===== src/rtl/bg_pkg.sv =====
package bg_pkg;

  // Upstream data-phase tracking
  typedef enum logic [2:0] {
    UP_IDLE,
    UP_WDATA,
    UP_RD_WAIT,
    UP_RD_BUSY,
    UP_RD_DONE,
    UP_ERR1,
    UP_ERR2
  } up_state_e;

  // Downstream port sequencing
  typedef enum logic [1:0] {
    DN_IDLE,
    DN_WR,
    DN_RD,
    DN_ORPHAN
  } dn_state_e;

  localparam logic [1:0] TR_IDLE   = 2'b00;
  localparam logic [1:0] TR_BUSY   = 2'b01;
  localparam logic [1:0] TR_NONSEQ = 2'b10;
  localparam logic [1:0] TR_SEQ    = 2'b11;

  localparam logic RESP_OKAY  = 1'b0;
  localparam logic RESP_ERROR = 1'b1;

endpackage


===== src/rtl/bg_post_fifo.sv =====
module bg_post_fifo #(
  parameter int AW    = 32,
  parameter int DW    = 32,
  parameter int DEPTH = 4
) (
  input  logic          clk,
  input  logic          rst_n,
  input  logic          push,
  input  logic [AW-1:0] push_addr,
  input  logic [DW-1:0] push_data,
  input  logic          pop,
  output logic [AW-1:0] head_addr,
  output logic [DW-1:0] head_data,
  output logic          empty,
  output logic          full
);

  localparam int PW   = (DEPTH > 1) ? $clog2(DEPTH) : 1;
  localparam int CNTW = $clog2(DEPTH + 1);

  logic [PW-1:0]       wr_ptr_q, rd_ptr_q, wr_ptr_d, rd_ptr_d;
  logic [CNTW-1:0]     cnt_q, cnt_d;
  logic [DEPTH*AW-1:0] addr_flat;
  logic [DEPTH*DW-1:0] data_flat;
  logic                do_push, do_pop;

  function automatic logic [PW-1:0] ptr_inc(input logic [PW-1:0] p);
    return (p == PW'(DEPTH - 1)) ? '0 : p + 1'b1;
  endfunction

  assign empty   = (cnt_q == '0);
  assign full    = (cnt_q == CNTW'(DEPTH));
  assign do_push = push && !full;
  assign do_pop  = pop && !empty;

  // One register slot per queue entry
  for (genvar g = 0; g < DEPTH; g++) begin : g_slot
    logic [AW-1:0] addr_q;
    logic [DW-1:0] data_q;
    logic          slot_en;

    assign slot_en = do_push && (wr_ptr_q == PW'(g));

    always_ff @(posedge clk) begin
      if (slot_en) begin
        addr_q <= push_addr;
        data_q <= push_data;
      end
    end

    assign addr_flat[g*AW +: AW] = addr_q;
    assign data_flat[g*DW +: DW] = data_q;
  end

  assign head_addr = addr_flat[rd_ptr_q*AW +: AW];
  assign head_data = data_flat[rd_ptr_q*DW +: DW];

  always_comb begin
    wr_ptr_d = do_push ? ptr_inc(wr_ptr_q) : wr_ptr_q;
    rd_ptr_d = do_pop  ? ptr_inc(rd_ptr_q) : rd_ptr_q;
    cnt_d    = cnt_q;
    if (do_push && !do_pop)      cnt_d = cnt_q + 1'b1;
    else if (do_pop && !do_push) cnt_d = cnt_q - 1'b1;
  end

  always_ff @(posedge clk or negedge rst_n) begin
    if (!rst_n) begin
      wr_ptr_q <= '0;
      rd_ptr_q <= '0;
      cnt_q    <= '0;
    end else begin
      wr_ptr_q <= wr_ptr_d;
      rd_ptr_q <= rd_ptr_d;
      cnt_q    <= cnt_d;
    end
  end

endmodule


===== src/rtl/bg_wait_timer.sv =====
module bg_wait_timer #(
  parameter int CW = 16
) (
  input  logic          clk,
  input  logic          rst_n,
  input  logic          run,
  input  logic [CW-1:0] limit,
  output logic          at_limit
);

  logic [CW-1:0] cnt_q, cnt_d;

  // Counts consecutive held cycles; any cycle without run restarts it
  assign cnt_d    = run ? cnt_q + 1'b1 : '0;
  assign at_limit = (limit != '0) && (cnt_q == limit - CW'(1));

  always_ff @(posedge clk or negedge rst_n) begin
    if (!rst_n) cnt_q <= '0;
    else        cnt_q <= cnt_d;
  end

endmodule


===== src/rtl/bg_dn_port.sv =====
module bg_dn_port import bg_pkg::*; #(
  parameter int AW = 32,
  parameter int DW = 32
) (
  input  logic          clk,
  input  logic          rst_n,
  input  logic          rd_issue,
  input  logic [AW-1:0] rd_addr,
  input  logic          abandon,
  input  logic          wq_empty,
  input  logic [AW-1:0] wq_addr,
  input  logic [DW-1:0] wq_data,
  output logic          wq_pop,
  output logic          dn_req,
  output logic          dn_write,
  output logic [AW-1:0] dn_addr,
  output logic [DW-1:0] dn_wdata,
  input  logic          dn_ack,
  output logic          idle,
  output logic          rd_done,
  output logic          late_ack
);

  dn_state_e     st_q, st_d;
  logic [AW-1:0] raddr_q;
  logic          raddr_en;

  assign idle     = (st_q == DN_IDLE);
  assign dn_req   = (st_q != DN_IDLE);
  assign dn_write = (st_q == DN_WR);
  assign dn_addr  = (st_q == DN_WR) ? wq_addr : raddr_q;
  assign dn_wdata = (st_q == DN_WR) ? wq_data : '0;
  assign wq_pop   = (st_q == DN_WR) && dn_ack;
  assign rd_done  = (st_q == DN_RD) && dn_ack;
  assign late_ack = (st_q == DN_ORPHAN) && dn_ack;
  assign raddr_en = (st_q == DN_IDLE) && rd_issue;

  always_comb begin
    st_d = st_q;
    unique case (st_q)
      DN_IDLE: begin
        if (rd_issue)       st_d = DN_RD;
        else if (!wq_empty) st_d = DN_WR;
      end
      DN_WR: begin
        if (dn_ack) st_d = DN_IDLE;
      end
      DN_RD: begin
        if (dn_ack)       st_d = DN_IDLE;
        else if (abandon) st_d = DN_ORPHAN;
      end
      DN_ORPHAN: begin
        if (dn_ack) st_d = DN_IDLE;
      end
      default: st_d = DN_IDLE;
    endcase
  end

  always_ff @(posedge clk or negedge rst_n) begin
    if (!rst_n) st_q <= DN_IDLE;
    else        st_q <= st_d;
  end

  always_ff @(posedge clk) begin
    if (raddr_en) raddr_q <= rd_addr;
  end

endmodule


===== src/rtl/ahb_bridge_guard.sv =====
module ahb_bridge_guard import bg_pkg::*; #(
  parameter int AW    = 32,
  parameter int DW    = 32,
  parameter int DEPTH = 4,
  parameter int CW    = 16
) (
  input  logic          clk,
  input  logic          rst_n,
  input  logic          hsel,
  input  logic [AW-1:0] haddr,
  input  logic [1:0]    htrans,
  input  logic          hwrite,
  input  logic [DW-1:0] hwdata,
  input  logic          hready,
  output logic          hreadyout,
  output logic          hresp,
  output logic [DW-1:0] hrdata,
  output logic          dn_req,
  output logic          dn_write,
  output logic [AW-1:0] dn_addr,
  output logic [DW-1:0] dn_wdata,
  input  logic          dn_ack,
  input  logic [DW-1:0] dn_rdata,
  input  logic [CW-1:0] tmo_limit,
  output logic          tmo_event,
  output logic          late_ack_seen
);

  up_state_e     st_q, st_d, start_st;
  logic [AW-1:0] ph_addr_q;
  logic [DW-1:0] rdata_q;
  logic          accept;
  logic          wq_push, wq_pop, wq_empty, wq_full;
  logic [AW-1:0] wq_addr;
  logic [DW-1:0] wq_data;
  logic          rd_issue, abandon, dn_idle, rd_done, late_ack;
  logic          tmr_run, tmr_at_limit;
  logic          late_d;

  // Address phase sampling
  assign accept   = hsel && hready && (htrans == TR_NONSEQ || htrans == TR_SEQ);
  assign start_st = accept ? (hwrite ? UP_WDATA : UP_RD_WAIT) : UP_IDLE;

  always_comb begin
    st_d      = st_q;
    hreadyout = 1'b1;
    hresp     = RESP_OKAY;
    wq_push   = 1'b0;
    rd_issue  = 1'b0;
    tmr_run   = 1'b0;
    unique case (st_q)
      UP_IDLE: begin
        if (hready) st_d = start_st;
      end
      UP_WDATA: begin
        if (wq_full) begin
          hreadyout = 1'b0;
          tmr_run   = 1'b1;
          if (tmr_at_limit) st_d = UP_ERR1;
        end else begin
          wq_push = 1'b1;
          if (hready) st_d = start_st;
        end
      end
      UP_RD_WAIT: begin
        hreadyout = 1'b0;
        if (wq_empty && dn_idle) begin
          rd_issue = 1'b1;
          st_d     = UP_RD_BUSY;
        end else begin
          tmr_run = 1'b1;
          if (tmr_at_limit) st_d = UP_ERR1;
        end
      end
      UP_RD_BUSY: begin
        hreadyout = 1'b0;
        if (rd_done) begin
          st_d = UP_RD_DONE;
        end else begin
          tmr_run = 1'b1;
          if (tmr_at_limit) st_d = UP_ERR1;
        end
      end
      UP_RD_DONE: begin
        if (hready) st_d = start_st;
      end
      UP_ERR1: begin
        hreadyout = 1'b0;
        hresp     = RESP_ERROR;
        st_d      = UP_ERR2;
      end
      UP_ERR2: begin
        hresp = RESP_ERROR;
        if (hready) st_d = start_st;
      end
      default: st_d = UP_IDLE;
    endcase
  end

  assign abandon   = (st_q == UP_RD_BUSY) && !rd_done && tmr_at_limit;
  assign tmo_event = (st_q == UP_ERR1);
  assign hrdata    = rdata_q;
  assign late_d    = late_ack_seen || late_ack;

  always_ff @(posedge clk or negedge rst_n) begin
    if (!rst_n) begin
      st_q          <= UP_IDLE;
      late_ack_seen <= 1'b0;
    end else begin
      st_q          <= st_d;
      late_ack_seen <= late_d;
    end
  end

  always_ff @(posedge clk) begin
    if (accept) ph_addr_q <= haddr;
  end

  always_ff @(posedge clk) begin
    if (rd_done) rdata_q <= dn_rdata;
  end

  bg_post_fifo #(.AW(AW), .DW(DW), .DEPTH(DEPTH)) u_wq (
    .clk       (clk),
    .rst_n     (rst_n),
    .push      (wq_push),
    .push_addr (ph_addr_q),
    .push_data (hwdata),
    .pop       (wq_pop),
    .head_addr (wq_addr),
    .head_data (wq_data),
    .empty     (wq_empty),
    .full      (wq_full)
  );

  bg_wait_timer #(.CW(CW)) u_tmr (
    .clk      (clk),
    .rst_n    (rst_n),
    .run      (tmr_run),
    .limit    (tmo_limit),
    .at_limit (tmr_at_limit)
  );

  bg_dn_port #(.AW(AW), .DW(DW)) u_dn (
    .clk      (clk),
    .rst_n    (rst_n),
    .rd_issue (rd_issue),
    .rd_addr  (ph_addr_q),
    .abandon  (abandon),
    .wq_empty (wq_empty),
    .wq_addr  (wq_addr),
    .wq_data  (wq_data),
    .wq_pop   (wq_pop),
    .dn_req   (dn_req),
    .dn_write (dn_write),
    .dn_addr  (dn_addr),
    .dn_wdata (dn_wdata),
    .dn_ack   (dn_ack),
    .idle     (dn_idle),
    .rd_done  (rd_done),
    .late_ack (late_ack)
  );

endmodule


===== config.mk =====
export PLATFORM = sky130hd
export DESIGN_NAME = ahb_bridge_guard
export DESIGN_NICKNAME = d
export VERILOG_FILES = /design/src/rtl/bg_pkg.sv /design/src/rtl/bg_post_fifo.sv /design/src/rtl/bg_wait_timer.sv /design/src/rtl/bg_dn_port.sv /design/src/rtl/ahb_bridge_guard.sv
export SDC_FILE = /design/constraint.sdc
export NUM_CORES = 1
export LEC_CHECK = 0
export BUFFER_PORTS_ARGS = -buffer_cell sky130_fd_sc_hd__buf_2
export CAP_MARGIN = 25
export CORE_MARGIN = 3
export CORE_UTILIZATION = 57
export CTS_CLUSTER_SIZE = 20
export DETAILED_ROUTE_END_ITERATION = 12
export GPL_ROUTABILITY_DRIVEN = 0
export PLACE_DENSITY = 0.81
export REMOVE_ABC_BUFFERS = 1
export SLEW_MARGIN = 40
export SYNTH_ARGS = -nofsm -noshare
export SYNTH_HDL_FRONTEND = slang
export SYNTH_HIERARCHICAL = 1
export SYNTH_SLANG_ARGS = --single-unit

===== constraint.sdc =====
create_clock -name clk -period 3.91 [get_ports clk]
set_input_delay 0.391 -clock clk [delete_from_list [all_inputs] [get_ports clk]]
set_output_delay 0.391 -clock clk [all_outputs]
set_load 0.01 [all_outputs]

Word-level counts from Yosys, hierarchy flattened
Index checks and enable logic that the tools add are counted.
{"block": "classes", "addsub": 6, "multipliers": 0, "n_div": 0, "n_lt_le_gt_ge": 0, "eq_ne": 20, "n_shift": 2, "mux": 31, "bitwise": 0, "n_reduce_logical": 37}
{"cell": "$shiftx 128x8->32", "n": 2}
{"cell": "$mux 32", "n": 2}
{"cell": "$mux 3", "n": 7}
{"cell": "$logic_and 1x1->1", "n": 18}
{"cell": "$mux 2", "n": 9}
{"cell": "$add 16x1->16 const B", "n": 1}
{"cell": "$eq 16x16->1", "n": 1}
{"cell": "$mux 16", "n": 1}
{"cell": "$reduce_bool 16->1", "n": 1}
{"cell": "$sub 16x1->16 const B", "n": 1}
{"cell": "$pmux 3 s5", "n": 1}
{"cell": "$eq 2x2->1 const B", "n": 7}
{"cell": "$eq 3x3->1 const B", "n": 4}
{"cell": "$mux 1", "n": 8}
{"cell": "$eq 3x2->1 const B", "n": 2}
{"cell": "$logic_not 3->1", "n": 2}
{"cell": "$pmux 2 s3", "n": 1}
{"cell": "$reduce_or 3->1", "n": 2}
{"cell": "$logic_not 1->1", "n": 5}
{"cell": "$add 2x1->2 const B", "n": 2}
{"cell": "$eq 2x1->1 const B", "n": 2}
{"cell": "$logic_not 2->1", "n": 2}
{"cell": "$reduce_bool 2->1", "n": 2}
{"cell": "$reduce_or 2->1", "n": 2}
{"cell": "other kinds (10)", "n": 11}
{"block": "totals", "reg_bits": 381, "latchBits": 0, "mem_bits_rw": 0, "rom_bits": 0, "inputBits": 120, "output_inout_bits": 102, "wordCells": 114, "n_memories": 0}

Depth between registers and ports, before layout
{"block": "depth", "word_depth": 8, "depth_mapped": 12, "ltp_nobuf": 11}

Hierarchy
Netlist, hierarchy kept.
{"module": "bg_post_fifo", "n_inst": 1, "cells_per_inst": 371, "area_per_inst_um2": 9680.5}
{"module": "ahb_bridge_guard", "n_inst": 1, "cells_per_inst": 107, "area_per_inst_um2": 2277.2}
{"module": "bg_dn_port", "n_inst": 1, "cells_per_inst": 117, "area_per_inst_um2": 1720.4}
{"module": "bg_wait_timer", "n_inst": 1, "cells_per_inst": 153, "area_per_inst_um2": 1343.8}

Least setup slack after synthesis
OpenSTA, ideal clock, no wires.
{"block": "synth_timing", "path_kind": "reg2reg", "from": "register, netlist name st_q[0]", "to": "register u_wq.g_slot[0].addr_q[0], enable pin", "setup_time_ns": 0.429, "arrival_ns": 2.581, "required_ns": 3.481, "path_slack_ns": 0.900, "path_stages_with_launch": 7, "n_path_buf": 2, "period_less_slack_ns": 3.010, "path_cell_list": "dfrtp_1 buf_6 nor2b_4 nor3b_1 nor2b_1 buf_2 and2_1"}
{"element": "to (signal assigned)", "line_no": "bg_post_fifo.sv:46", "text": "addr_q <= push_addr;"}
{"element": "to (decl)", "line_no": "bg_post_fifo.sv:38", "text": "logic [AW-1:0] addr_q;"}

Final worst setup path
{"block": "layout_timing", "from": "register u_wq.rd_ptr_q[0]", "to": "output dn_addr[25]"}
{"block": "layout_between", "elab_chain_len": 2}
{"element": "from (decl)", "line_no": "bg_post_fifo.sv:21", "text": "logic [PW-1:0] wr_ptr_q, rd_ptr_q, wr_ptr_d, rd_ptr_d;"}
{"element": "from (signal assigned)", "line_no": "bg_post_fifo.sv:73", "text": "rd_ptr_q <= rd_ptr_d;"}
{"element": "$shiftx 128x8->32", "line_no": "bg_post_fifo.sv:55", "text": "assign head_addr = addr_flat[rd_ptr_q*AW +: AW];"}
{"element": "via wq_addr[25]", "line_no": "ahb_bridge_guard.sv:34", "text": "logic [AW-1:0] wq_addr;"}
{"element": "$mux 32", "line_no": "bg_dn_port.sv:31", "text": "assign dn_addr = (st_q == DN_WR) ? wq_addr : raddr_q;"}
{"element": "to (decl)", "line_no": "ahb_bridge_guard.sv:20", "text": "output logic [AW-1:0] dn_addr,"}
The timed path passes the listed nets, and every way through them passes these cells.

==> flow_summary.toml <==
[global_routing]
grt_use_total = 0.200
grt_max_degree = 66
overflow = 0
antenna_found_initial = 2
grt_pass1_vias = 8118
grt_pass1_wl_um = 44300

[cts]
post_cts_resized = 0
cts.sinks = 381
cts_max_path_buffers = 3
cts_tree = "yes"
cts_root_buf = "clkbuf_16"
clk_pin_slew_ns = 0.07
cts_htree_levels = 2
cts_made_buffers = 38
clock_latency_ns = 0.52

[final_layout]
area_growth_pct = 17.7
regArea_um2 = 11300
multiInputGateArea_um2 = 3510
final_core_util = 0.692
drive_above_1_share = 0.398
nets = 1120
fillers = 1621

[sta]
slew_headroom = 0.535
setup_viol = 0
maxSlewViolCount = 0
max_freq_ghz = 0.319
hold_slack_ns = 0.0474
skew_ns = 0.0153
rsz0062_at_grt = "no"
finalSetupTns_ns = 0
hold_viol = 0
period_needed_ns = 3.13
period_share = 0.801
tightest_slew_ns = 0.692

[synthesis]
synth_top_family_by_area = "multiplexers"
synth_edf_count = 352
synth_fa_ha_area_frac = 0.00800
yosysMostFrequentCell = "edfxtp_1"
ys_warn_count = 6
ys_ff_latch = 381
synth_compound_area_frac = 0.0169
synth_area_leaders = "edfxtp_1, mux4_2, dfrtp_1, mux2_2, and2_1"
synth_flop_cell = "edfxtp_1"
async_reset_ff_frac = 0.0761
yosys-top-cells-count = "edfxtp_1, mux4_2, and2_1, dfrtp_1, mux2_2"
synthDistinctLibCells = 67
yosys.area.top_type_share = 0.704
postSynthCellCount = 748
synthSimpleGateAreaFrac = 0.0615
synth_seq_area_share = 0.752
synthMuxAreaShare = 0.126
synth_top_area_cell = "edfxtp_1"
syn_area_per_cell_um2 = 20.1
syn-cell-area_um2 = 15000
synth-xor-area-share = 0.0204

[detailed_routing]
drtIter0Drc = 598
route.detailed.drc = 0
vias = 7606
via_per_inst = 5.65
wire_per_inst_um = 20.9
ant_nets = 0
dr.pass1.iters = 5
routed_wl_um = 28100

[power]
leakage_uw = 0.00628
p_total_uw = 11100
powerDensity_nw_per_um2 = 630
max-vdd-ir-drop_mv = 0.468

[min_path]
worstHoldStart = "haddr[30]"
hold_path.class = "input port to flip-flop"

[setup_path]
critical_path_arrival_ns = 2.74
cp-end-kind = "output pin"
reg2reg_slack_ns = 1.13
critPathKind = "flip-flop to output pin"
critPathLaunch = "u_wq/rd_ptr_q[0]"
rr_startpoint = "st_q[0]"
critPathMaxFanout = 39
required_ns = 3.52
startpoint_type = "flip-flop"

[floorplan]
fp.dieW_um = 168
ios = 222
rows = 58
die_h_um = 168
dieArea_um2 = 28300
core_area_um2 = 25500
start_util = 0.588

[placement]
io_buffers = 220
post-dp-hpwl_um = 17200

[job]
drv_cap = 0

[status]
status = "completed"
per-layer routing:
metal	share of wire	track usage
met5	0.00046	0
met4	0.014	0.0441
met3	0.082	0.0500
met2	0.50	0.332
met1	0.41	0.276
state kept, by name, summed over array words and instances, names as in the netlist:
name,count
ph_addr_q,32
late_ack_seen,1
u_dn/raddr_q,32
hrdata,32
u_tmr/cnt_q,16
u_wq/rd_ptr_q,2
u_wq/g_slot.addr_q,128
u_dn/st_q,2
u_wq/wr_ptr_q,2
st_q,3
u_wq/cnt_q,3
u_wq/g_slot.data_q,128
through the flow:
stage	cells	worst slack [ns]	area, um^2
CTS	1345	0.701	17700
global placement	1278	0.777	16500
floorplan	720	-0.0313	14800
global route	1346	0.608	17700
finish	1346	0.779	17700
detailed placement	1280	0.729	16500
cell families (layout without fill, tap and decap cells):
logic type               after synthesis  after routing
AO/OA/AOI/OAI                         37             37
XOR/XNOR                              35             35
buffers and inverters                 37            304
multiplexers                         101            101
flip-flops                           381            381
adder cells (fa/ha/maj)                9              9
other                                  0              1
AND/OR/NAND/NOR                      148            148
worst max-delay path, cell delays in order (launching register included):
cell and delay (ns):
dfrtp_4 0.82, buf_12 0.38, mux4_2 0.56, mux2_4 0.28, buf_2 0.15
what timing repair did:
item	in CTS	in global routing
endpoints found under the hold margin	29	0
hold buffers	1	0
buffers inserted	0	0
layout by cell type, fill, tap and decap left out, drive strengths merged, types with 10 or more instances in the layout:
master / netlist / layout
nand2: 14 / 14
and2: 51 / 51
edfxtp: 352 / 352
clkbuf: 6 / 52
buf: 22 / 230
dfrtp: 29 / 29
nor3: 11 / 11
xnor2: 19 / 19
xor2: 16 / 16
mux2: 36 / 36
nor2: 14 / 14
nor2b: 10 / 10
inv: 9 / 11
mux4: 64 / 64
cell type report:
cell class,count,area share
diodes,1,0.000142
clock buffers,52,0.0579
clock inverters,12,0.00644
inverters,9,0.00191
multi-input cells,330,0.199
flip-flops and latches,381,0.639
well taps,330,0.0233
repair buffers,231,0.0722
power by group:
part | total [uW] | leakage, uW | internal, uW | switching (uW)
Combinational | 2830 | 0.00218 | 1480 | 1350
Sequential | 4950 | 0.00355 | 4680 | 269
Clock | 3360 | 0.000554 | 1960 | 1390
Total | 11100 | 0.00628 | 8130 | 3010
worst paths after layout:
path	depth (start not counted)	endpoint
worst max-delay path	4	dn_addr[25]
worst min-delay path	1	ph_addr_q[30]
worst max register to register	5	u_wq/g_slot[0].data_q[15]
worst min register to register	1	late_ack_seen
max in group asynchronous	2	u_wq/rd_ptr_q[0]
min in group asynchronous	2	u_tmr/cnt_q[15]
(Power assumes the default switching activity.)
